[config.mk]
export PLATFORM = sky130hd
export DESIGN_NAME = dma_engine
export DESIGN_NICKNAME = d
export VERILOG_FILES = /design/src/rtl/dma_pkg.sv /design/src/rtl/dma_prio_pick.sv /design/src/rtl/dma_item_addr.sv /design/src/rtl/dma_engine.sv
export SDC_FILE = /design/constraint.sdc
export NUM_CORES = 1
export LEC_CHECK = 0
export BUFFER_PORTS_ARGS = -buffer_cell sky130_fd_sc_hd__clkbuf_2
export CORE_UTILIZATION = 55
export DETAILED_ROUTE_END_ITERATION = 8
export HOLD_SLACK_MARGIN = 0.15
export PLACE_DENSITY = 0.77
export SYNTH_ARGS = -nofsm -noshare
export SYNTH_HDL_FRONTEND = slang
export SYNTH_SLANG_ARGS = --single-unit
[constraint.sdc]
create_clock -name clk -period 7.4 [get_ports clk]
set_clock_uncertainty 0.2 [all_clocks]
set_input_delay 1.85 -clock clk [delete_from_list [all_inputs] [get_ports clk]]
set_output_delay 1.85 -clock clk [all_outputs]
set_load 0.01 [all_outputs]
[src/rtl/dma_pkg.sv]
package dma_pkg;

    typedef enum logic [2:0] {
        S_IDLE = 3'd0,
        S_FSRC = 3'd1,
        S_FDST = 3'd2,
        S_RD   = 3'd3,
        S_WR   = 3'd4
    } dma_st_e;

    // global register offsets (region 0)
    localparam logic [7:0] A_TBASE   = 8'h04;
    localparam logic [7:0] A_ENA     = 8'h08;
    localparam logic [7:0] A_ENA_SET = 8'h0C;
    localparam logic [7:0] A_ENA_CLR = 8'h10;
    localparam logic [7:0] A_IEN     = 8'h14;
    localparam logic [7:0] A_IEN_SET = 8'h18;
    localparam logic [7:0] A_IEN_CLR = 8'h1C;
    localparam logic [7:0] A_TRIG    = 8'h20;
    localparam logic [7:0] A_BUSY    = 8'h24;
    localparam logic [7:0] A_DONE    = 8'h28;
    localparam logic [7:0] A_ERR     = 8'h2C;
    localparam logic [7:0] A_ABORT   = 8'h30;

    // per-channel register offsets (region 1, 16 bytes per channel)
    localparam logic [3:0] A_CH_CFG  = 4'h0;
    localparam logic [3:0] A_CH_XCFG = 4'h4;

    // width code 3 is treated as 32 bit
    function automatic logic [1:0] size_of(input logic [1:0] w);
        return (w == 2'd3) ? 2'd2 : w;
    endfunction

endpackage

[src/rtl/dma_prio_pick.sv]
module dma_prio_pick #(
    parameter int N  = 4,
    parameter int IW = 2
) (
    input  logic [N-1:0]  ready,
    output logic          any,
    output logic [IW-1:0] idx
);
    always_comb begin
        any = 1'b0;
        idx = '0;
        for (int i = N - 1; i >= 0; i--) begin
            if (ready[i]) begin
                any = 1'b1;
                idx = IW'(i);
            end
        end
    end
endmodule

[src/rtl/dma_item_addr.sv]
module dma_item_addr #(
    parameter int AW = 32,
    parameter int CW = 10
) (
    input  logic [AW-1:0] end_addr,
    input  logic [CW-1:0] rem,
    input  logic [1:0]    wid,
    input  logic          inc,
    output logic [AW-1:0] addr
);
    logic [AW-1:0] back;
    always_comb begin
        unique case (dma_pkg::size_of(wid))
            2'd0:    back = AW'(rem);
            2'd1:    back = AW'(rem) << 1;
            default: back = AW'(rem) << 2;
        endcase
        addr = inc ? (end_addr - back) : end_addr;
    end
endmodule

[src/rtl/dma_engine.sv]
module dma_engine #(
    parameter int NCH = 4,
    parameter int AW  = 32,
    parameter int DW  = 32,
    parameter int CW  = 10,
    parameter int RAW = 12
) (
    input  logic           clk,
    input  logic           rst_n,
    input  logic           reg_we,
    input  logic [RAW-1:0] reg_addr,
    input  logic [DW-1:0]  reg_wdata,
    output logic [DW-1:0]  reg_rdata,
    input  logic [NCH-1:0] dreq,
    output logic           mem_req,
    output logic           mem_we,
    output logic [AW-1:0]  mem_addr,
    output logic [1:0]     mem_size,
    output logic [DW-1:0]  mem_wdata,
    input  logic           mem_ack,
    input  logic           mem_err,
    input  logic [DW-1:0]  mem_rdata,
    output logic           irq
);
    import dma_pkg::*;

    localparam int CIW = (NCH > 1) ? $clog2(NCH) : 1;
    localparam int TBW = AW - 9;

    typedef struct packed {
        logic          valid;
        logic          seti;
        logic [1:0]    wid;
        logic          sinc;
        logic          dinc;
        logic [CW-1:0] cnt;
    } xcfg_t;

    typedef struct packed {
        dma_st_e                  st;
        logic [CIW-1:0]           cur;
        logic [DW-1:0]            data;
        logic [TBW-1:0]           tbase;
        logic [NCH-1:0]           ena;
        logic [NCH-1:0]           ien;
        logic [NCH-1:0]           busy;
        logic [NCH-1:0]           donef;
        logic [NCH-1:0]           errf;
        logic [NCH-1:0]           loaded;
        logic [NCH-1:0]           preq;
        xcfg_t [NCH-1:0]          xc;
        logic [NCH-1:0][AW-1:0]   send;
        logic [NCH-1:0][AW-1:0]   dend;
        logic [NCH-1:0][CW-1:0]   rem;
    } state_t;

    state_t q, d;

    logic [NCH-1:0] ready;
    logic           pick_any;
    logic [CIW-1:0] pick_idx;
    logic [AW-1:0]  src_addr, dst_addr;
    logic [1:0]     item_sz;
    logic [DW-1:0]  item_data;
    logic [NCH-1:0] busy_vec, errf_vec;

    assign busy_vec = q.busy;
    assign errf_vec = q.errf;

    always_comb begin
        for (int n = 0; n < NCH; n++) begin
            ready[n] = q.busy[n] & q.ena[n] & q.xc[n].valid &
                       (~q.loaded[n] | ~q.preq[n] | dreq[n]);
        end
    end

    dma_prio_pick #(.N(NCH), .IW(CIW)) u_pick (
        .ready (ready),
        .any   (pick_any),
        .idx   (pick_idx)
    );

    dma_item_addr #(.AW(AW), .CW(CW)) u_src_addr (
        .end_addr (q.send[q.cur]),
        .rem      (q.rem[q.cur]),
        .wid      (q.xc[q.cur].wid),
        .inc      (q.xc[q.cur].sinc),
        .addr     (src_addr)
    );

    dma_item_addr #(.AW(AW), .CW(CW)) u_dst_addr (
        .end_addr (q.dend[q.cur]),
        .rem      (q.rem[q.cur]),
        .wid      (q.xc[q.cur].wid),
        .inc      (q.xc[q.cur].dinc),
        .addr     (dst_addr)
    );

    assign item_sz = size_of(q.xc[q.cur].wid);

    always_comb begin
        unique case (item_sz)
            2'd0:    item_data = mem_rdata & DW'(32'h0000_00FF);
            2'd1:    item_data = mem_rdata & DW'(32'h0000_FFFF);
            default: item_data = mem_rdata;
        endcase
    end

    // memory master outputs
    always_comb begin
        mem_req   = (q.st != S_IDLE);
        mem_we    = (q.st == S_WR);
        mem_wdata = q.data;
        mem_size  = item_sz;
        unique case (q.st)
            S_FSRC: begin
                mem_addr = {q.tbase, 9'b0} + AW'({q.cur, 4'h0}) + AW'(4);
                mem_size = 2'd2;
            end
            S_FDST: begin
                mem_addr = {q.tbase, 9'b0} + AW'({q.cur, 4'h0}) + AW'(8);
                mem_size = 2'd2;
            end
            S_RD:    mem_addr = src_addr;
            S_WR:    mem_addr = dst_addr;
            default: mem_addr = '0;
        endcase
    end

    assign irq = |((q.donef | q.errf) & q.ien);

    // register read mux
    always_comb begin
        reg_rdata = '0;
        if (reg_addr[RAW-1:8] == '0) begin
            unique case (reg_addr[7:0])
                A_TBASE: reg_rdata = DW'({q.tbase, 9'b0});
                A_ENA:   reg_rdata = DW'(q.ena);
                A_IEN:   reg_rdata = DW'(q.ien);
                A_BUSY:  reg_rdata = DW'(q.busy);
                A_DONE:  reg_rdata = DW'(q.donef);
                A_ERR:   reg_rdata = DW'(q.errf);
                default: reg_rdata = '0;
            endcase
        end else if (reg_addr[RAW-1:8] == (RAW-8)'(1)) begin
            for (int n = 0; n < NCH; n++) begin
                if (reg_addr[7:4] == 4'(n)) begin
                    if (reg_addr[3:0] == A_CH_CFG)
                        reg_rdata = DW'(q.preq[n]);
                    else if (reg_addr[3:0] == A_CH_XCFG)
                        reg_rdata = DW'({q.xc[n].cnt, 10'b0, q.xc[n].dinc, q.xc[n].sinc,
                                         q.xc[n].wid, q.xc[n].seti, q.xc[n].valid});
                end
            end
        end
    end

    // next-state logic
    always_comb begin
        logic           gw, cw;
        logic [NCH-1:0] wb;
        logic           live;

        d    = q;
        gw   = reg_we && (reg_addr[RAW-1:8] == '0);
        cw   = reg_we && (reg_addr[RAW-1:8] == (RAW-8)'(1));
        wb   = reg_wdata[NCH-1:0];
        live = q.busy[q.cur];

        // write-1-to-clear flags first so that a same-cycle set wins
        if (gw && reg_addr[7:0] == A_DONE) d.donef = q.donef & ~wb;
        if (gw && reg_addr[7:0] == A_ERR)  d.errf  = q.errf & ~wb;

        unique case (q.st)
            S_IDLE: begin
                if (pick_any) begin
                    d.cur = pick_idx;
                    d.st  = q.loaded[pick_idx] ? S_RD : S_FSRC;
                end
            end
            default: begin
                if (mem_ack) begin
                    d.st = S_IDLE;
                    if (live && mem_err) begin
                        d.errf[q.cur]   = 1'b1;
                        d.busy[q.cur]   = 1'b0;
                        d.loaded[q.cur] = 1'b0;
                    end else if (live) begin
                        unique case (q.st)
                            S_FSRC: begin
                                d.send[q.cur] = AW'(mem_rdata);
                                d.st          = S_FDST;
                            end
                            S_FDST: begin
                                d.dend[q.cur]   = AW'(mem_rdata);
                                d.rem[q.cur]    = q.xc[q.cur].cnt;
                                d.loaded[q.cur] = 1'b1;
                            end
                            S_RD: begin
                                d.data = item_data;
                                d.st   = S_WR;
                            end
                            default: begin
                                if (q.rem[q.cur] == '0) begin
                                    d.busy[q.cur]   = 1'b0;
                                    d.loaded[q.cur] = 1'b0;
                                    if (q.xc[q.cur].seti) d.donef[q.cur] = 1'b1;
                                end else begin
                                    d.rem[q.cur] = q.rem[q.cur] - 1'b1;
                                end
                            end
                        endcase
                    end
                end
            end
        endcase

        if (gw) begin
            unique case (reg_addr[7:0])
                A_TBASE:   d.tbase = reg_wdata[AW-1:9];
                A_ENA_SET: d.ena   = q.ena | wb;
                A_ENA_CLR: d.ena   = q.ena & ~wb;
                A_IEN_SET: d.ien   = q.ien | wb;
                A_IEN_CLR: d.ien   = q.ien & ~wb;
                default: ;
            endcase
        end

        for (int n = 0; n < NCH; n++) begin
            if (cw && reg_addr[7:4] == 4'(n)) begin
                if (reg_addr[3:0] == A_CH_CFG) d.preq[n] = reg_wdata[0];
                if (reg_addr[3:0] == A_CH_XCFG) begin
                    d.xc[n].valid = reg_wdata[0];
                    d.xc[n].seti  = reg_wdata[1];
                    d.xc[n].wid   = reg_wdata[3:2];
                    d.xc[n].sinc  = reg_wdata[4];
                    d.xc[n].dinc  = reg_wdata[5];
                    d.xc[n].cnt   = reg_wdata[16+CW-1:16];
                end
            end
        end

        if (gw && reg_addr[7:0] == A_ABORT) begin
            d.busy   = d.busy & ~wb;
            d.loaded = d.loaded & ~wb;
        end

        if (gw && reg_addr[7:0] == A_TRIG) begin
            for (int n = 0; n < NCH; n++) begin
                if (wb[n] && !d.busy[n] && d.ena[n] && d.xc[n].valid) begin
                    d.busy[n]   = 1'b1;
                    d.loaded[n] = 1'b0;
                end
            end
        end
    end

    always_ff @(posedge clk or negedge rst_n) begin
        if (!rst_n) q <= '0;
        else        q <= d;
    end

endmodule

Word-level counts from Yosys, hierarchy flattened:

Cells that the tools add are included.

* add/sub/neg operators: 6
* $lt $le $gt $ge: 3
* mux-type cells: 99
* bitwise logic cells: 48
* equal/unequal tests: 25
* reduce and logical (&&, ||, !) cells: 57

Operators with widths (number)
* 2-to-1 mux 32 bit: 16
* bitwise mux 128 bit: 2
* one-hot mux 32 bit (6 select lines): 1
* 2-to-1 mux 16 bit: 10
* binary-select mux 32 bit (select 2 bit): 2
* one-hot mux 32 bit (4 select lines): 1
* bitwise mux 40 bit: 2
* one-hot mux 40 bit (2 select lines): 1
* 2-to-1 mux 26 bit: 3
* demux 32 bit (select 2 bit): 1
* one-hot mux 32 bit (2 select lines): 1
* subtractor 32 bit: 2
* 2-to-1 mux 4 bit: 13
* == test 8 x 6 -> 1 bit (second input constant): 5
* 2-to-1 mux 40 bit: 1
* bitwise AND 4 bit: 9
* adder 32 x 3 -> 32 bit (second input constant): 1
* adder 32 x 4 -> 32 bit (second input constant): 1
* adder 32 x 6 -> 32 bit: 1
* binary-select mux 16 bit (select 2 bit): 1
* == test 8 x 5 -> 1 bit (second input constant): 4
* 2-to-1 mux 8 bit: 4
* logical AND 1 bit: 24
* bitwise OR 4 bit: 6
* 45 further kinds: 126

* logic and storage cells: 288
* flip-flop bits (word level): 448
* input port bits: 85
* output and inout bits: 101

Depth between registers and ports, before layout:

Gate-level depths: netlist of run 1.

* word-level depth: 20
* gate-level depth with buffers: 19
* depth with buffers taken out: 14

Cells and area by module:

A second synthesis of run 1 with hierarchy kept.

* cell total of the unflattened synthesis: 2183
* area, all modules: 25233.0 µm²

Modules (own cells, without submodules)
* dma_engine: cells each 1757, times used 1, seq. area each 11210.8 µm², area an instance 22335.2 µm²
* dma_item_addr at u_dst_addr: cells each 222, times used 1, seq. area each 0.0 µm², area an instance 1476.4 µm²
* dma_item_addr at u_src_addr: cells each 197, times used 1, seq. area each 0.0 µm², area an instance 1386.3 µm²
* dma_prio_pick: cells each 7, times used 1, seq. area each 0.0 µm², area an instance 35.0 µm²

Least setup slack after synthesis of run 1:

No wires, ideal clock.

* path kind: flip-flop to output port
* from: reg q[443] (netlist name)
* to: out mem_addr[18]
* setup slack: 0.247 ns
* path buffers: 7
* cell stages (with the launch flop): 18
* data required time: 5.350 ns
* data arrival time: 5.103 ns
* cell sequence: dfrtp_1 buf_6 buf_6 buf_2 buf_2 buf_2 buf_2 buf_2 mux4_2 fa_1 a211oi_1 o21bai_1 or4_1 a221oi_2 nor2_1 nor4_1 xnor2_1 o221ai_1

* longest elaborated chain between the ends: 9
* elaborated cells on any way between the ends: 21
* classes of those cells: add/sub: 5; eq/ne: 2; mux: 13; reduce/logical: 1

Ends and longest elaborated chain
* from (decl): line dma_engine.sv:57 `state_t q, d;`
* from (signal assigned): line dma_engine.sv:259 `if (!rst_n) q <= '0;`
* from (signal assigned): line dma_engine.sv:260 `else q <= d;`
* binary-select mux 16 bit (select 2 bit)
* 2-to-1 mux 15 bit
* == test 2 bit: line dma_pkg.sv:31 `return (w == 2'd3) ? 2'd2 : w;`
* 2-to-1 mux 2 bit: line dma_pkg.sv:31
* == test 2 x 1 -> 1 bit or logical NOT 2 bit (tied branches): line dma_item_addr.sv:13 `unique case (dma_pkg::size_of(wid))`
* one-hot mux 12 bit (2 select lines): line dma_item_addr.sv:13
* subtractor 32 bit: line dma_item_addr.sv:18 `addr = inc ? (end_addr - back) : end_addr;`
* 2-to-1 mux 32 bit: line dma_item_addr.sv:18
* one-hot mux 32 bit (4 select lines) (*): line dma_engine.sv:115 `unique case (q.st)`
* to (decl): line dma_engine.sv:17 `output logic [AW-1:0] mem_addr,`

Every way passes the cells marked *; elsewhere a longest branch is shown, timed or not. The select of a mux whose other input is x is not followed.

Final worst setup path of run 1:

* from: reg q[443] (netlist name)
* to: out mem_addr[30]

Same word-level chain as after synthesis.

==> results of run 1 <==
[worst min-delay path: stages (launching register included)]
cell and delay (ns):
dfrtp_1 0.34, nand2_1 0.05, o21ai_0 0.06
[power by group]
group | leakage (nW) | internal [W] | total [W] | switching [W]
clock | 0.785 | 0.00142 | 0.00243 | 0.00101
sequential | 6.25 | 0.00245 | 0.00245 | 0.00000235
combinational | 5.39 | 0.0000278 | 0.000127 | 0.0000991
[synthesized netlist by cell type, drive strengths merged (15+ instances only)]
cell / instances / share of area
inv: 17 / 0.0027
nor3: 26 / 0.0057
dfrtp: 448 / 0.47
ha: 24 / 0.013
and2: 23 / 0.0061
buf: 78 / 0.021
mux2: 391 / 0.19
nand2: 169 / 0.027
clkbuf: 69 / 0.011
o21ai: 119 / 0.025
nor2: 94 / 0.015
a21oi: 53 / 0.011
a222oi: 15 / 0.0064
nand3: 22 / 0.0047
xnor2: 38 / 0.014
a22o: 21 / 0.0078
xor2: 23 / 0.0085
mux2i: 30 / 0.013
mux4: 89 / 0.085
[kinds of logic after synthesis]
logic type | Yosys count | share of synthesized area
other | 1 | 0.000159
multiplexers | 510 | 0.284
AND/OR/NAND/NOR | 420 | 0.0837
flip-flops | 448 | 0.475
XOR/XNOR | 61 | 0.0226
AO/OA/AOI/OAI | 310 | 0.0847
buffers and inverters | 164 | 0.0346
adder cells (fa/ha/maj) | 27 | 0.0148
[metal layers]
metal  GRT usage  wire length [um]
met1       0.415             26800
met2       0.485             30900
met3      0.0451              4570
met4       0.108              1930
met5           0                 0
[state kept, by name, indices dropped and copies added (netlist names), named ones only]
signal,cells
errf_vec,4
busy_vec,4
q,404
mem_wdata,32
[through the flow]
stage                     instances  setup slack, ns
after global routing           2659           0.0162
after global placement         2570            0.442
after CTS                      2657           0.0256
after detailed placement       2570            0.401
final                          2659            0.178
after floorplan                1943            0.247
[layout make-up]
| class | instances | area, um2 | area share |
|---|---|---|---|
| multi-input cells | 1331 | 11700 | 0.440 |
| flip-flops and latches | 448 | 11200 | 0.420 |
| repair buffers | 237 | 1410 | 0.0527 |
| clock buffers | 65 | 1390 | 0.0519 |
| well taps | 539 | 674 | 0.0253 |
| clock inverters | 22 | 213 | 0.00796 |
| inverters | 17 | 63.8 | 0.00239 |
[path summary, 6_finish.rpt]
check                                    from            end  cells after the start
worst max-delay path                   q[443]   mem_addr[30]                     16
worst min-delay path            mem_wdata[10]  mem_wdata[10]                      2
worst max register to register         q[445]         q[234]                      9
worst min register to register  mem_wdata[10]  mem_wdata[10]                      2
max in group asynchronous               rst_n         q[257]                      2
min in group asynchronous               rst_n   mem_wdata[1]                      1
[timing repair]
action                     CTS  global route
resized for setup            9            11
pin swaps                    0             1
buffers inserted             0             2
setup endpoints to repair   13            19
==> results.json, run 1 <==
{
  "status": "finished clean",
  "grt_pass1_wl_um": 101000,
  "rows": 75,
  "numCtsBuffers": 48,
  "dp_hpwl_um": 43700,
  "critical_path.top_delay_family": "compound AO/OA/AOI/OAI gates",
  "antenna_found_initial": 0,
  "cts-root-buf": "clkbuf_16",
  "fin_area_mm2": 0.0267,
  "ys_types": 70,
  "crit_path_start_kind": "register",
  "whs_ns": 0.280,
  "die_x_um": 209,
  "n_antenna_cell": 0,
  "clk_latency_ns": 0.60,
  "hold_buffers": 0,
  "yosysSeqAreaShare": 0.475,
  "tritoncts": "done",
  "final_max_slew_viol_count": 0,
  "critPathMostFrequentCell": "a211oi_2",
  "power.density_mw_per_mm2": 188,
  "grt.total_usage": 0.300,
  "hold_class": "reg -> reg",
  "worst_pin_slew_ns": 1.17,
  "vias": 17000,
  "cp_slowest_cell": "mux4_2",
  "gr-total-overflow": 0,
  "arrival_ns": 5.17,
  "initialDrtViolationCount": 1400,
  "final_cell_mix": "dfrtp_1 (446), mux2_2 (391), clkbuf_2 (178)",
  "wirelength_um": 64200,
  "cts.sinks": 448,
  "post_drt_wl_per_cell_um": 24.1,
  "final_util": 0.634,
  "max_stage_delay_ns": 0.60,
  "synthArstFlopShare": 1.00,
  "fillers": 3212,
  "start_util": 0.560,
  "drc": 0,
  "die_area_mm2": 0.0438,
  "avgSynthCellArea_um2": 12.2,
  "period_needed_ns": 7.22,
  "path_buf_inv": 3,
  "finalNetCount": 2194,
  "finalCritPeriodShare": 0.976,
  "place_area_mm2": 0.0250,
  "p_total_w": 0.00501,
  "synth_edf_count": 0,
  "drv_cap": 0,
  "viasPerCell": 6.38,
  "crit_chain": "mux4_2, or2_2, nor2_2, ha_1, inv_1, fa_1, a211oi_2, o21ai_1, a221oi_2, a211oi_2, buf_4, nand2b_1, nor2_1, xnor2_1, o2111ai_1, clkbuf_2",
  "gp_congestion": 0.902,
  "path_clk_slew_ns": 0.06,
  "path_class": "reg -> out",
  "final-hold-violation-count": 0,
  "syn2layout_area_growth_pct": 13.1,
  "grt_max_degree": 145,
  "fmax_mhz": 138,
  "yosysWarnings": 0,
  "slew-limit-headroom": 0.217,
  "rsz0062_at_grt": "no",
  "worst_setup_path_end_kind": "output port",
  "fin_tns_setup_ns": 0,
  "required_ns": 5.35,
  "syn_area_mm2": 0.0236,
  "final_common_cell": "dfrtp_1",
  "synth_cells": 1941,
  "core_area_mm2": 0.0421,
  "drtPass1Iterations": 7,
  "pin_count": 186,
  "peakVddDrop_mv": 0.179,
  "worstPathMaxFanout": 8,
  "ys.flop_type": "dfrtp_1",
  "io_buffers": 179,
  "die_h_um": 209,
  "ys_seq_elements": 448,
  "grt_pass1_vias": 17200,
  "setup_viol": 0,
  "clock_path_buffers": 3,
  "ant_nets": 0,
  "drive_gt1_frac": 0.397,
  "h-tree-depth": 2,
  "p_leak_nw": 12.4,
  "r2r_slack_ns": 3.42
}
(Power assumes the default switching activity.)
==> inputs of run 2 (changes only) <==
--- a/config.mk
+++ b/config.mk
@@ -6,10 +6,12 @@
 export NUM_CORES = 1
 export LEC_CHECK = 0
 export BUFFER_PORTS_ARGS = -buffer_cell sky130_fd_sc_hd__clkbuf_2
+export CORE_MARGIN = 2
 export CORE_UTILIZATION = 55
 export DETAILED_ROUTE_END_ITERATION = 8
 export HOLD_SLACK_MARGIN = 0.15
 export PLACE_DENSITY = 0.77
+export RECOVER_POWER = 50
 export SYNTH_ARGS = -nofsm -noshare
 export SYNTH_HDL_FRONTEND = slang
 export SYNTH_SLANG_ARGS = --single-unit
==> run 2 against run 1 <==
Compared with the run above:
- first-iteration DRC count is 30% higher
- the flow now finishes with violations (capacitance limit, slew limit)
- hold slack worse by 0.00050 ns
- count of clock-buffer cells in the layout is 1 lower
- sequential cell count stayed put
- largest cell class unchanged
- register-to-register slack worse by 0.09 ns
==> results.json, run 2 (synthesis gave the netlist of run 1 again) <==
{
  "clk_latency_ns": 0.60,
  "path_clk_slew_ns": 0.06,
  "place_area_mm2": 0.0249,
  "layout_setup_ws_ns": 0.0417,
  "core_area_mm2": 0.0421,
  "wirelength_um": 65400,
  "hold_class": "reg -> reg",
  "worstPathMaxFanout": 8,
  "worst_pin_slew_ns": 4.13,
  "gr-total-overflow": 0,
  "path_class": "reg -> out",
  "period_needed_ns": 7.36,
  "initialDrtViolationCount": 1819,
  "pin_count": 186,
  "tritoncts": "done",
  "die_h_um": 211,
  "largest_register_ffs": 404,
  "final-hold-violation-count": 0,
  "dp_cells": 2561,
  "r2r_start": "q[445]",
  "ant_nets": 0,
  "antenna_found_initial": 3,
  "cts.sinks": 448,
  "power.density_mw_per_mm2": 194,
  "final_common_cell": "dfrtp_1",
  "final_max_slew_viol_count": 355,
  "cts-root-buf": "clkbuf_16",
  "n_antenna_cell": 0,
  "die_x_um": 211,
  "grt.total_usage": 0.298,
  "violations": "capacitance limit, slew limit",
  "grt_max_degree": 191,
  "peakVddDrop_mv": 0.197,
  "h-tree-depth": 2,
  "gp_congestion": 0.941,
  "numCtsBuffers": 48,
  "p_leak_nw": 12.3,
  "fin_area_mm2": 0.0267,
  "drc": 0,
  "drtPass1Iterations": 6,
  "crit_path_start_kind": "register",
  "viasPerCell": 6.44,
  "top_register": "q",
  "hold_start": "mem_wdata[11]",
  "hold_buffers": 0,
  "syn2layout_area_growth_pct": 13.2,
  "grt_pass1_vias": 17300,
  "fin_cells": 2650,
  "worst_setup_path_end_kind": "output port",
  "place_ws_ns": 0.377,
  "post_drt_wl_per_cell_um": 24.7,
  "vias": 17100,
  "finalNetCount": 2187,
  "final_cell_mix": "dfrtp_1 (446), mux2_2 (391), nand2_1 (169)",
  "crit_path_start": "q[443]",
  "dp_hpwl_um": 43500,
  "required_ns": 5.35,
  "setup_viol": 0,
  "rows": 75,
  "start_util": 0.560,
  "grt_pass1_wl_um": 101000,
  "io_buffers": 179,
  "drv_cap": 2,
  "slew-limit-headroom": -1.75,
  "drive_gt1_frac": 0.377,
  "die_area_mm2": 0.0446,
  "finalCritPeriodShare": 0.994,
  "clock_path_buffers": 3,
  "arrival_ns": 5.31,
  "fmax_mhz": 136,
  "status": "finished, violations left"
}
[run 2: final timing paths]
path	to	slack, ns	depth (start not counted)
worst min register to register	mem_wdata[11]	0.28	2
worst max register to register	q[292]	3.33	9
worst min-delay path	mem_wdata[11]	0.28	2
min in group asynchronous	q[389]	1.06	1
max in group asynchronous	q[156]	1.35	2
worst max-delay path	mem_addr[12]	0.04	15
[run 2: timing repair]
action,CTS,global route
gates cloned,0,1
setup endpoints to repair,13,19
resized for setup,5,16
setup buffers,3,0
pin swaps,0,1
[run 2: cell type report]
cell class                      instances  area, um2
Fill cell                            3168      15400
Multi-Input combinational cell       1331      11700
Sequential cell                       448      11200
Clock buffer                           64       1390
Timing Repair Buffer                  230       1300
Tap cell                              539        674
Clock inverter                         21        317
Inverter                               17       63.8
[run 2: critical path, stage by stage, from the launching register on]
cell and delay (ns):
dfrtp_4 0.54, mux4_2 0.59, or2_2 0.36, nor2_2 0.19
ha_1 0.19, inv_1 0.06, fa_1 0.49, a211oi_2 0.30
o21bai_1 0.14, or4_1 0.49, a221oi_4 0.31, nor2_2 0.18
nor2_1 0.17, xor2_1 0.09, a221o_1 0.41, clkbuf_2 0.16
[run 2: layer usage]
layer	wire length (um)	up-vias	global-route usage
met4	2090	4	0.106
met3	4410	141	0.0452
li1	-	7411	-
met5	27	-	0
met2	31800	690	0.484
met1	27100	8816	0.411
[run 2: where the power goes]
group | internal [W] | switching [W] | leakage (nW)
clock | 0.00157 | 0.00103 | 0.845
sequential | 0.00245 | 0.00000241 | 6.25
combinational | 0.0000247 | 0.0000976 | 5.21
[run 2: through the flow]
step	total power [W]	util	TNS, ns	hold WS [ns]
2_1_floorplan	0.00252	-	0	0.251
3_3_place_gp	0.00262	0.592	0	0.262
3_5_place_dp	0.00263	0.592	0	0.273
4_1_cts	0.00521	0.634	0	0.286
5_1_grt	0.00532	0.634	-0.279	0.308
6_report	0.00518	0.634	0	0.279
